`src/rtl/ovs_rx_pkg.sv`:
```
package ovs_rx_pkg;
  typedef enum logic [1:0] {
    ST_IDLE  = 2'd0,
    ST_START = 2'd1,
    ST_DATA  = 2'd2,
    ST_STOP  = 2'd3
  } rx_state_t;
endpackage

```
`src/rtl/ovs_rx_edge.sv`:
```
module ovs_rx_edge (
  input  logic clk,
  input  logic rst_n,
  input  logic line_i,
  output logic fall_o
);
  logic line_q;
  logic line_d;

  assign line_d = line_i;

  // Held low in reset so a line already low at release is not an edge.
  always_ff @(posedge clk or negedge rst_n) begin
    if (!rst_n) line_q <= 1'b0;
    else        line_q <= line_d;
  end

  assign fall_o = line_q & ~line_i;
endmodule

```
`src/rtl/ovs_rx_timer.sv`:
```
module ovs_rx_timer #(
  parameter int OVS = 16
) (
  input  logic clk,
  input  logic rst_n,
  input  logic clr_i,
  input  logic run_i,
  output logic mid_o
);
  localparam int PW   = (OVS > 2) ? $clog2(OVS) : 1;
  localparam int HALF = OVS / 2;

  logic [PW-1:0] phase_q;
  logic [PW-1:0] phase_d;

  // Phase counts edges since E0; it wraps once per cell.
  always_comb begin
    phase_d = phase_q;
    if (clr_i)      phase_d = PW'(1);
    else if (run_i) phase_d = phase_q + PW'(1);
  end

  always_ff @(posedge clk or negedge rst_n) begin
    if (!rst_n) phase_q <= '0;
    else        phase_q <= phase_d;
  end

  assign mid_o = run_i && (phase_q == PW'(HALF));

  // centre samples are one cell apart, never on adjacent edges
  p_mid_spacing_r3: assert property (@(posedge clk) disable iff (!rst_n)
    mid_o |=> !mid_o);
endmodule

```
`src/rtl/ovs_rx_fsm.sv`:
```
module ovs_rx_fsm
  import ovs_rx_pkg::*;
#(
  parameter int DATA_W = 16
) (
  input  logic clk,
  input  logic rst_n,
  input  logic fall_i,
  input  logic mid_i,
  input  logic line_i,
  output logic run_o,
  output logic clr_o,
  output logic shift_o,
  output logic commit_o,
  output logic upd_o,
  output logic err_o
);
  localparam int BW = (DATA_W > 2) ? $clog2(DATA_W) : 1;

  rx_state_t     st_q, st_d;
  logic [BW-1:0] bit_q, bit_d;
  logic          ferr;
  logic          upd_q, err_q;

  always_comb begin
    st_d     = st_q;
    bit_d    = bit_q;
    clr_o    = 1'b0;
    shift_o  = 1'b0;
    commit_o = 1'b0;
    ferr     = 1'b0;
    unique case (st_q)
      ST_IDLE: begin
        if (fall_i) begin
          st_d  = ST_START;
          clr_o = 1'b1;
          bit_d = '0;
        end
      end
      ST_START: begin
        if (mid_i) st_d = line_i ? ST_IDLE : ST_DATA;
      end
      ST_DATA: begin
        if (mid_i) begin
          shift_o = 1'b1;
          if (bit_q == BW'(DATA_W - 1)) begin
            st_d  = ST_STOP;
            bit_d = '0;
          end else begin
            bit_d = bit_q + BW'(1);
          end
        end
      end
      ST_STOP: begin
        if (mid_i) begin
          commit_o = line_i;
          ferr     = ~line_i;
          st_d     = ST_IDLE;
        end
      end
      default: st_d = ST_IDLE;
    endcase
  end

  assign run_o = (st_q != ST_IDLE);

  always_ff @(posedge clk or negedge rst_n) begin
    if (!rst_n) begin
      st_q  <= ST_IDLE;
      bit_q <= '0;
      upd_q <= 1'b0;
      err_q <= 1'b0;
    end else begin
      st_q  <= st_d;
      bit_q <= bit_d;
      upd_q <= commit_o;
      err_q <= ferr;
    end
  end

  assign upd_o = upd_q;
  assign err_o = err_q;

  // update strobe lasts one clock
  p_upd_single_r4: assert property (@(posedge clk) disable iff (!rst_n)
    upd_q |=> !upd_q);
  // framing error pulse lasts one clock
  p_err_single_r5: assert property (@(posedge clk) disable iff (!rst_n)
    err_q |=> !err_q);
  // a start bit reading high at mid-cell aborts silently
  p_glitch_idle_r2: assert property (@(posedge clk) disable iff (!rst_n)
    (st_q == ST_START && mid_i && line_i) |=> (st_q == ST_IDLE && !upd_q && !err_q));
endmodule

```
`src/rtl/ovs_rx_shift.sv`:
```
module ovs_rx_shift #(
  parameter int DATA_W = 16
) (
  input  logic              clk,
  input  logic              rst_n,
  input  logic              shift_i,
  input  logic              commit_i,
  input  logic              line_i,
  output logic [DATA_W-1:0] word_o
);
  logic [DATA_W-1:0] sreg_q, sreg_d;
  logic [DATA_W-1:0] word_q, word_d;

  always_comb begin
    sreg_d = sreg_q;
    word_d = word_q;
    if (shift_i)  sreg_d = {sreg_q[DATA_W-2:0], line_i};
    if (commit_i) word_d = sreg_q;
  end

  always_ff @(posedge clk or negedge rst_n) begin
    if (!rst_n) begin
      sreg_q <= '0;
      word_q <= '0;
    end else begin
      sreg_q <= sreg_d;
      word_q <= word_d;
    end
  end

  assign word_o = word_q;

  // the output word moves only on a committed frame
  p_word_stable_r9: assert property (@(posedge clk) disable iff (!rst_n)
    !$past(commit_i) |-> $stable(word_q));
endmodule

```
`src/rtl/ovs_frame_rx.sv`:
```
module ovs_frame_rx #(
  parameter int DATA_W = 16,
  parameter int OVS    = 16
) (
  input  logic              clk,
  input  logic              rst_n,
  input  logic              rx_line,
  output logic [DATA_W-1:0] rx_word,
  output logic              rx_update,
  output logic              rx_frame_err
);
  logic fall, mid, run, clr, shift_en, commit;

  ovs_rx_edge u_edge (
    .clk    (clk),
    .rst_n  (rst_n),
    .line_i (rx_line),
    .fall_o (fall)
  );

  ovs_rx_timer #(.OVS(OVS)) u_timer (
    .clk   (clk),
    .rst_n (rst_n),
    .clr_i (clr),
    .run_i (run),
    .mid_o (mid)
  );

  ovs_rx_fsm #(.DATA_W(DATA_W)) u_fsm (
    .clk      (clk),
    .rst_n    (rst_n),
    .fall_i   (fall),
    .mid_i    (mid),
    .line_i   (rx_line),
    .run_o    (run),
    .clr_o    (clr),
    .shift_o  (shift_en),
    .commit_o (commit),
    .upd_o    (rx_update),
    .err_o    (rx_frame_err)
  );

  ovs_rx_shift #(.DATA_W(DATA_W)) u_shift (
    .clk      (clk),
    .rst_n    (rst_n),
    .shift_i  (shift_en),
    .commit_i (commit),
    .line_i   (rx_line),
    .word_o   (rx_word)
  );
endmodule

```
`config.mk`:
```
export PLATFORM = sky130hd
export DESIGN_NAME = ovs_frame_rx
export DESIGN_NICKNAME = d
export VERILOG_FILES = /design/src/rtl/ovs_rx_pkg.sv /design/src/rtl/ovs_rx_edge.sv /design/src/rtl/ovs_rx_timer.sv /design/src/rtl/ovs_rx_fsm.sv /design/src/rtl/ovs_rx_shift.sv /design/src/rtl/ovs_frame_rx.sv
export SDC_FILE = /design/constraint.sdc
export NUM_CORES = 1
export LEC_CHECK = 0
export ABC_AREA = 1
export BUFFER_PORTS_ARGS = -buffer_cell sky130_fd_sc_hd__buf_2
export CORE_ASPECT_RATIO = 1.2
export CORE_MARGIN = 5
export CORE_UTILIZATION = 52
export CTS_CLUSTER_SIZE = 30
export DETAILED_ROUTE_END_ITERATION = 10
export GPL_TIMING_DRIVEN = 0
export PLACE_DENSITY = 0.69
export RECOVER_POWER = 100
export SKIP_LAST_GASP = 1
export SLEW_MARGIN = 20
export SYNTH_ARGS = -nofsm -noshare
export SYNTH_HDL_FRONTEND = slang
export SYNTH_HIERARCHICAL = 1
export SYNTH_SLANG_ARGS = --single-unit
```
`constraint.sdc`:
```
create_clock -name clk -period 2.53 [get_ports clk]
set_input_delay 0.253 -clock clk [delete_from_list [all_inputs] [get_ports clk]]
set_output_delay 0.253 -clock clk [all_outputs]
set_load 0.005 [all_outputs]
```
==> impl_metrics.py, run 1 <==
metrics = {
    "outcome": {
        "run_status": "finished, final reports clean",
    },
    "setup_path": {
        "max_stage_delay_cell_worst_path": "sky130_fd_sc_hd__clkbuf_1",
        "critical_path.startpoint": "u_timer/phase_q[0]",
        "timing.critical_path.max_delay_family": "buffers and inverters",
        "crit_buf_inv": 5,
        "worstSetupStartpointType": "flip-flop",
        "worstSetupEndpointType": "flip-flop",
        "r2r_start": "u_timer/phase_q[0]",
        "cp_data_required_time_ns": 2.71,
        "max_fo_critical_path": 10,
        "criticalPathCategory": "flip-flop to flip-flop",
        "cp.arrival_ns": 2.34,
        "slowest_delay_ns": 0.40,
        "crit_path_cell_trace": "inv_1, ha_1, nand3_1, nor2_1, nand3_1, inv_1, clkbuf_1, inv_6, buf_6, nand2_1, nand2_1",
    },
    "layout": {
        "antennaDiodeCount": 0,
        "drive_above_1_share_pct": 17.21,
        "nets": 249,
        "layout.cells.most_common_list": "sky130_fd_sc_hd__nand2_1 (104), sky130_fd_sc_hd__dfrtp_1 (45), sky130_fd_sc_hd__buf_2 (14), sky130_fd_sc_hd__nand3_1 (12), sky130_fd_sc_hd__inv_1 (11)",
        "area.growth.synth_to_final_pct": 13.04,
        "final_design_area_excluding_fillers_sq_um": 2212,
        "layout_commonest_cell": "sky130_fd_sc_hd__nand2_1",
        "final-instance-count-excl-fill": 296,
    },
    "global_route": {
        "grt_pass1_vias": 1308,
        "use_met3_pct": 3.947,
        "global_route.usage.met2_pct": 24.77,
        "grt_pass1_wl_um": 5802,
        "grt-busiest-layer": "met2",
        "maximum_number_of_pins_on_one_net_before_global_route_repair": 46,
        "globalRouteOverflowTotal": 0,
        "globalRouteMet1Util_pct": 17.22,
        "grt_antenna_before_repair": 0,
        "grtUsageTotal_pct": 14.73,
    },
    "sta": {
        "slew_headroom_pct": 28.76,
        "post-route-period-util_pct": 85.24,
        "totalNegativeSetupSlack_ns": 0,
        "clk_skew_ns": 0.003290,
        "final.hold.worst_slack_ns": 0.1597,
        "fmaxAchievable_ghz": 0.4637,
        "hold_viol_final": 0,
        "max_slew.worst_pin.slew_ns": 1.069,
        "setup_violations": 0,
        "rsz0062_at_grt": "false",
        "timing_max_transition_violations_final": 0,
        "post-route-min-period_ns": 2.156,
    },
    "drt": {
        "drt_pass1_iterations": 4,
        "drtAntennaViolNets": 0,
        "drt_first_iter_violations": 65,
        "drcViolationCount": 0,
        "drt-wirelength-per-cell_um": 10.76,
        "detail_route.wirelength_um": 3186,
        "post_dr_vias_cell": 4.652,
        "routed-via-count": 1377,
    },
    "clocking": {
        "post_cts_buffers": 0,
        "clk_pin_slew_ns": 0.08,
        "cts_tree": "done",
        "ctsRootBufferMaster": "sky130_fd_sc_hd__clkbuf_8",
        "h_tree_lvl_count": 2,
        "cts_max_path_buffers": 2,
        "clock_latency_ns": 0.29,
        "numClockSinks": 45,
        "cts-buffers-inserted": 5,
    },
    "die": {
        "chipHeight_um": 77.20,
        "rows": 24,
        "die_outline_area_sq_um": 5095,
        "design.core.area_sq_um": 3633,
        "die-width_um": 66,
        "initial_util_pct": 53.86,
        "number_of_top_level_pins": 21,
    },
    "synthesis": {
        "number_of_enable_type_register_cells_in_the_synthesized_netlist": 0,
        "synth_cell_type_count": 23,
        "seq_area_frac_synth_pct": 57.54,
        "synth_ff_type": "sky130_fd_sc_hd__dfrtp_1",
        "synth_area_sq_um": 1957,
        "synth.yosys.warnings": 6,
        "syn_inst": 215,
        "syn-num-nets": 221,
        "syn_avg_cell_area_sq_um": 9.102,
        "synth_async_sr_flop_share_pct": 100.0,
        "number_of_storage_elements_in_the_synthesis_netlist": 45,
    },
    "placed_design": {
        "dpl.hpwl_um": 2230,
        "port-buffer-count": 20,
        "place_area_sq_um": 2122,
        "globalplace.congestion": 0.7722,
        "dp.cells": 287,
    },
    "min_path": {
        "hold_path.startpoint": "rx_line",
        "holdCritPathClass": "input port to flip-flop",
    },
    "power": {
        "power.density_nw_per_um2": 810.3,
        "static_leakage_nw": 1.280,
        "vdd_drop_max_mv": 0.5376,
        "power_mw": 1.792,
    },
    "flow_run": {
        "cap_violations": 0,
    },
}
==> where the power goes <==
group	internal, mW	total (mW)	switching, mW
clock	0.392	0.626	0.234
combinational	0.106	0.301	0.195
sequential	0.797	0.865	0.0685
total	1.29	1.79	0.497
==> stage by stage <==
stage / setup WS, ns / utilization, %
2_1_floorplan: 0.7664 / -
3_3_place_gp: 0.4982 / 58.40
3_5_place_dp: 0.4709 / 58.40
4_1_cts: 0.4705 / 62.09
5_1_grt: 0.1538 / 60.88
6_report: 0.3735 / 60.88
==> per-layer routing <==
metal / part of all wire, % / vias to the layer above / wire length (um)
li1: - / 714 / -
met1: 46 / 638 / 1451
met2: 49 / 20 / 1567
met3: 3.9 / 5 / 123
met4: 1.3 / 0 / 43
met5: 0 / - / 0
==> cell usage after synthesis (2+ instances only) <==
cell type                   n  area, sq um
sky130_fd_sc_hd__o21ai_0    3        15.01
sky130_fd_sc_hd__inv_6      2        17.52
sky130_fd_sc_hd__nand3_1   11        55.05
sky130_fd_sc_hd__inv_1     11        41.29
sky130_fd_sc_hd__dfrtp_1   45         1126
sky130_fd_sc_hd__nor2_2     2        12.51
sky130_fd_sc_hd__nand2_2    8        50.05
sky130_fd_sc_hd__nand2_1  101        379.1
sky130_fd_sc_hd__nor3_1     2        10.01
sky130_fd_sc_hd__ha_1       3        37.54
sky130_fd_sc_hd__nor2_1     3        11.26
sky130_fd_sc_hd__nand2_4    2        22.52
sky130_fd_sc_hd__buf_6      5        56.30
sky130_fd_sc_hd__a21oi_1    6        30.03
sky130_fd_sc_hd__o21ai_2    2        17.52
sky130_fd_sc_hd__inv_2      2        7.510
==> worst register-to-register path: cells and delay by family, from the launching register on <==
| family | cells | cell delay [ns] |
|---|---|---|
| buffers and inverters | 5 | 0.89 |
| DFF | 1 | 0.39 |
| and+or+nand+nor | 5 | 0.61 |
| adders and majority gates | 1 | 0.17 |
==> logic make-up after synthesis <==
kind of cell | synth area share (%)
compound gates | 3.581
simple gates | 29.03
fa+ha+maj | 1.918
flops | 57.54
xor+xnor | 0.4477
buf+inv | 7.481
==> state kept, by name, summed over array words and instances, names as in the netlist, named ones only <==
| signal | count |
|---|---|
| u_fsm/st_q | 1 |
| u_edge/line_q | 1 |
| u_timer/phase_q | 4 |
| u_fsm/err_o | 1 |
| u_shift/sreg_q | 16 |
| u_fsm/upd_o | 1 |
| u_shift/word_o | 16 |
| u_fsm/bit_q | 4 |
==> final cells by class <==
class	count	area, sq um
well taps	52	65.06
clock inverters	3	65.06
flip-flops and latches	45	1126
plain buffers	6	53.80
clock buffers	5	68.82
inverters	16	70.07
fillers	350	1421
multi-input cells	148	659.4
repair buffers	21	103.9
==> what timing repair did <==
| item | in CTS | in global routing |
|---|---|---|
| resized for setup | 0 | 0 |
| hold buffers | 0 | 1 |
| hold endpoints to repair | 0 | 34 |
| endpoints found under the setup margin | 0 | 0 |
==> final timing paths <==
check	endpoint	slack, ns	cells after the start
setup / recovery	u_shift/sreg_q[14]	0.37	11
hold / removal	u_edge/line_q	0.16	1
setup reg to reg	u_shift/sreg_q[14]	0.37	11
hold reg to reg	u_shift/word_o[15]	0.47	2
max in group asynchronous	u_timer/phase_q[1]	1.19	2
min in group asynchronous	u_shift/word_o[0]	0.69	2
Power figures use the tool's default switching activity.
==> run 2: changes to the inputs <==
--- a/config.mk
+++ b/config.mk
@@ -8,11 +8,13 @@
 export ABC_AREA = 1
 export BUFFER_PORTS_ARGS = -buffer_cell sky130_fd_sc_hd__buf_2
+export CELL_PAD_IN_SITES_DETAIL_PLACEMENT = 1
+export CELL_PAD_IN_SITES_GLOBAL_PLACEMENT = 1
 export CORE_ASPECT_RATIO = 1.2
 export CORE_MARGIN = 5
-export CORE_UTILIZATION = 52
+export CORE_UTILIZATION = 44
 export CTS_CLUSTER_SIZE = 30
 export DETAILED_ROUTE_END_ITERATION = 10
 export GPL_TIMING_DRIVEN = 0
-export PLACE_DENSITY = 0.69
+export PLACE_DENSITY = 0.75
 export RECOVER_POWER = 100
 export SKIP_LAST_GASP = 1
==> constraint.sdc (replaced) <==
create_clock -name clk -period 2.53 [get_ports clk]
set_input_delay 0.253 -clock clk [delete_from_list [all_inputs] [get_ports clk]]
set_output_delay 0.253 -clock clk [all_outputs]
set_load 0.01 [all_outputs]
==> impl_metrics.py, run 2 (synthesis gave the netlist of run 1 again) <==
metrics = {
    "outcome": {
        "run_status": "finished, final reports clean",
    },
    "power": {
        "share_clk_of_total_power_pct": 26.5,
        "power.density_nw_per_um2": 746.2,
        "internal_power_mw": 1.095,
        "combPwrFrac_pct": 19.5,
        "vdd_drop_max_mv": 0.3992,
        "static_leakage_nw": 1.196,
        "power.share.sequential_pct": 54.0,
        "power.switching_mw": 0.5094,
        "power_switching_share_pct": 31.76,
    },
    "layout": {
        "drive_above_1_share_pct": 10.66,
        "final-instance-count-excl-fill": 300,
        "area.growth.synth_to_final_pct": 9.846,
        "final.fill_count": 551,
        "layout.cells.most_common_list": "sky130_fd_sc_hd__nand2_1 (104), sky130_fd_sc_hd__dfrtp_1 (45), sky130_fd_sc_hd__clkbuf_1 (22), sky130_fd_sc_hd__nand3_1 (12), sky130_fd_sc_hd__inv_1 (11)",
        "nets": 249,
        "antennaDiodeCount": 0,
        "layout_commonest_cell": "sky130_fd_sc_hd__nand2_1",
    },
    "placed_design": {
        "dp.cells": 291,
        "globalplace.congestion": 0.7822,
        "place_worst_setup_slack_ns": 0.4270,
        "dpl.hpwl_um": 2736,
        "port-buffer-count": 20,
    },
    "setup_path": {
        "max_fo_critical_path": 10,
        "worstSetupEndpointType": "flip-flop",
        "slowest_delay_ns": 0.39,
        "worstSetupStartpointType": "flip-flop",
        "path_common_cell": "sky130_fd_sc_hd__nand2_1",
        "crit_path_cell_trace": "inv_1, ha_1, nand3_1, nor2_1, nand2_1, nor3_1, buf_6, clkbuf_2, nand2_1, nand2_1",
        "crit_buf_inv": 3,
        "timing.critical_path.max_delay_family": "simple AND/OR/NAND/NOR gates",
        "cp_data_required_time_ns": 2.77,
        "criticalPathCategory": "flip-flop to flip-flop",
        "cp.arrival_ns": 2.36,
        "max_stage_delay_cell_worst_path": "sky130_fd_sc_hd__dfrtp_1",
    },
    "global_route": {
        "grt_pass1_vias": 1454,
        "grtUsageTotal_pct": 13.86,
        "maximum_number_of_pins_on_one_net_before_global_route_repair": 46,
        "grt_pass1_wl_um": 6672,
        "grt_antenna_before_repair": 0,
        "globalRouteOverflowTotal": 0,
    },
    "sta": {
        "post-route-period-util_pct": 83.96,
        "slew_headroom_pct": 26.58,
        "hold_viol_final": 0,
        "post-route-min-period_ns": 2.124,
        "max_slew.worst_pin.slew_ns": 1.101,
        "timing_max_transition_violations_final": 0,
        "totalNegativeSetupSlack_ns": 0,
        "post-route-worst-setup-slack_ns": 0.4058,
        "clk_skew_ns": 0.005154,
        "setup_violations": 0,
        "rsz0062_at_grt": "false",
        "fmaxAchievable_ghz": 0.4708,
    },
    "flow_run": {
        "cap_violations": 0,
    },
    "drt": {
        "routed-via-count": 1422,
        "drtAntennaViolNets": 0,
        "drt_pass1_iterations": 4,
        "drcViolationCount": 0,
        "detail_route.wirelength_um": 3813,
        "drt_first_iter_violations": 99,
        "post_dr_vias_cell": 4.740,
        "drt-wirelength-per-cell_um": 12.71,
    },
    "clocking": {
        "cts_max_path_buffers": 2,
        "ctsRootBufferMaster": "sky130_fd_sc_hd__clkbuf_8",
        "numClockSinks": 45,
        "cts-buffers-inserted": 5,
        "clock_latency_ns": 0.29,
        "h_tree_lvl_count": 2,
        "cts_tree": "done",
        "clk_pin_slew_ns": 0.08,
        "cts_repair_resize_count": 0,
    },
    "die": {
        "number_of_top_level_pins": 21,
        "rows": 26,
        "die-width_um": 70.88,
        "chipHeight_um": 83.06,
        "die_outline_area_sq_um": 5887,
        "design.core.area_sq_um": 4294,
        "initial_util_pct": 45.57,
    },
    "min_path": {
        "holdCritPathClass": "input port to flip-flop",
    },
}
run 2: changes by cell type in the layout (fill, tap and decap cells not counted):
cell and change:
sky130_fd_sc_hd__buf_12 +1, sky130_fd_sc_hd__buf_2 -14, sky130_fd_sc_hd__bufinv_16 -2, sky130_fd_sc_hd__buf_6 -2, sky130_fd_sc_hd__clkbuf_1 +16, sky130_fd_sc_hd__clkinv_2 +1
run 2: what timing repair did:
action	CTS	global route
hold buffers	0	1
hold endpoints to repair	0	3
buffers inserted	0	0
setup endpoints to repair	0	0
run 2: cell type report:
class,count,area [sq um],share of cell area [%]
clock buffer,6,72.57,3.376
timing repair buffer,21,86.33,4.016
buffer,6,55.05,2.561
inverter,16,70.07,3.260
sequential,45,1126,52.39
tap,56,70.07,3.260
multi-input combinational,148,659.4,30.68
clock inverter,2,10.01,0.4657
run 2: power groups by stage:
stage | clock (mW) | combinational [mW] | sequential [mW]
final | 0.425 | 0.313 | 0.866
after global routing | 0.468 | 0.360 | 0.878
after CTS | 0.441 | 0.338 | 0.869
after detailed placement | 0 | 0.331 | 0.883
after global placement | 0 | 0.319 | 0.881
after floorplan | 0 | 0.258 | 0.868
run 2: worst paths after layout:
path / startpoint / to / slack (ns) / cells past startpoint
worst max register to register: u_timer/phase_q[0] / u_shift/word_o[6] / 0.41 / 10
worst min-delay path: rx_line / u_edge/line_q / 0.17 / 1
worst min register to register: u_shift/word_o[0] / u_shift/word_o[0] / 0.48 / 2
min in group asynchronous: rst_n / u_shift/word_o[9] / 0.70 / 2
max in group asynchronous: rst_n / u_shift/word_o[2] / 1.17 / 2
worst max-delay path: u_timer/phase_q[0] / u_shift/word_o[6] / 0.41 / 10
run 2: layer usage:
metal | up-vias | global-route usage (%) | share of wire [%]
li1 | 711 | - | -
met4 | 0 | 4.615 | 1.4
met5 | - | 0 | 0
met3 | 6 | 3.261 | 3.6
met2 | 17 | 23.63 | 52
met1 | 688 | 17.04 | 43
run 2: metrics by stage:
stage / total power, mW / hold WS [ns] / utilization (%) / instance area (sq um)
floorplan: 1.125 / -0.04259 / - / 1957
global placement: 1.200 / 0.4423 / 49.53 / 2127
detailed placement: 1.214 / 0.4431 / 49.53 / 2127
CTS: 1.648 / 0.1283 / 51.46 / 2210
global route: 1.707 / 0.1681 / 50.06 / 2150
finish: 1.604 / 0.1690 / 50.06 / 2150
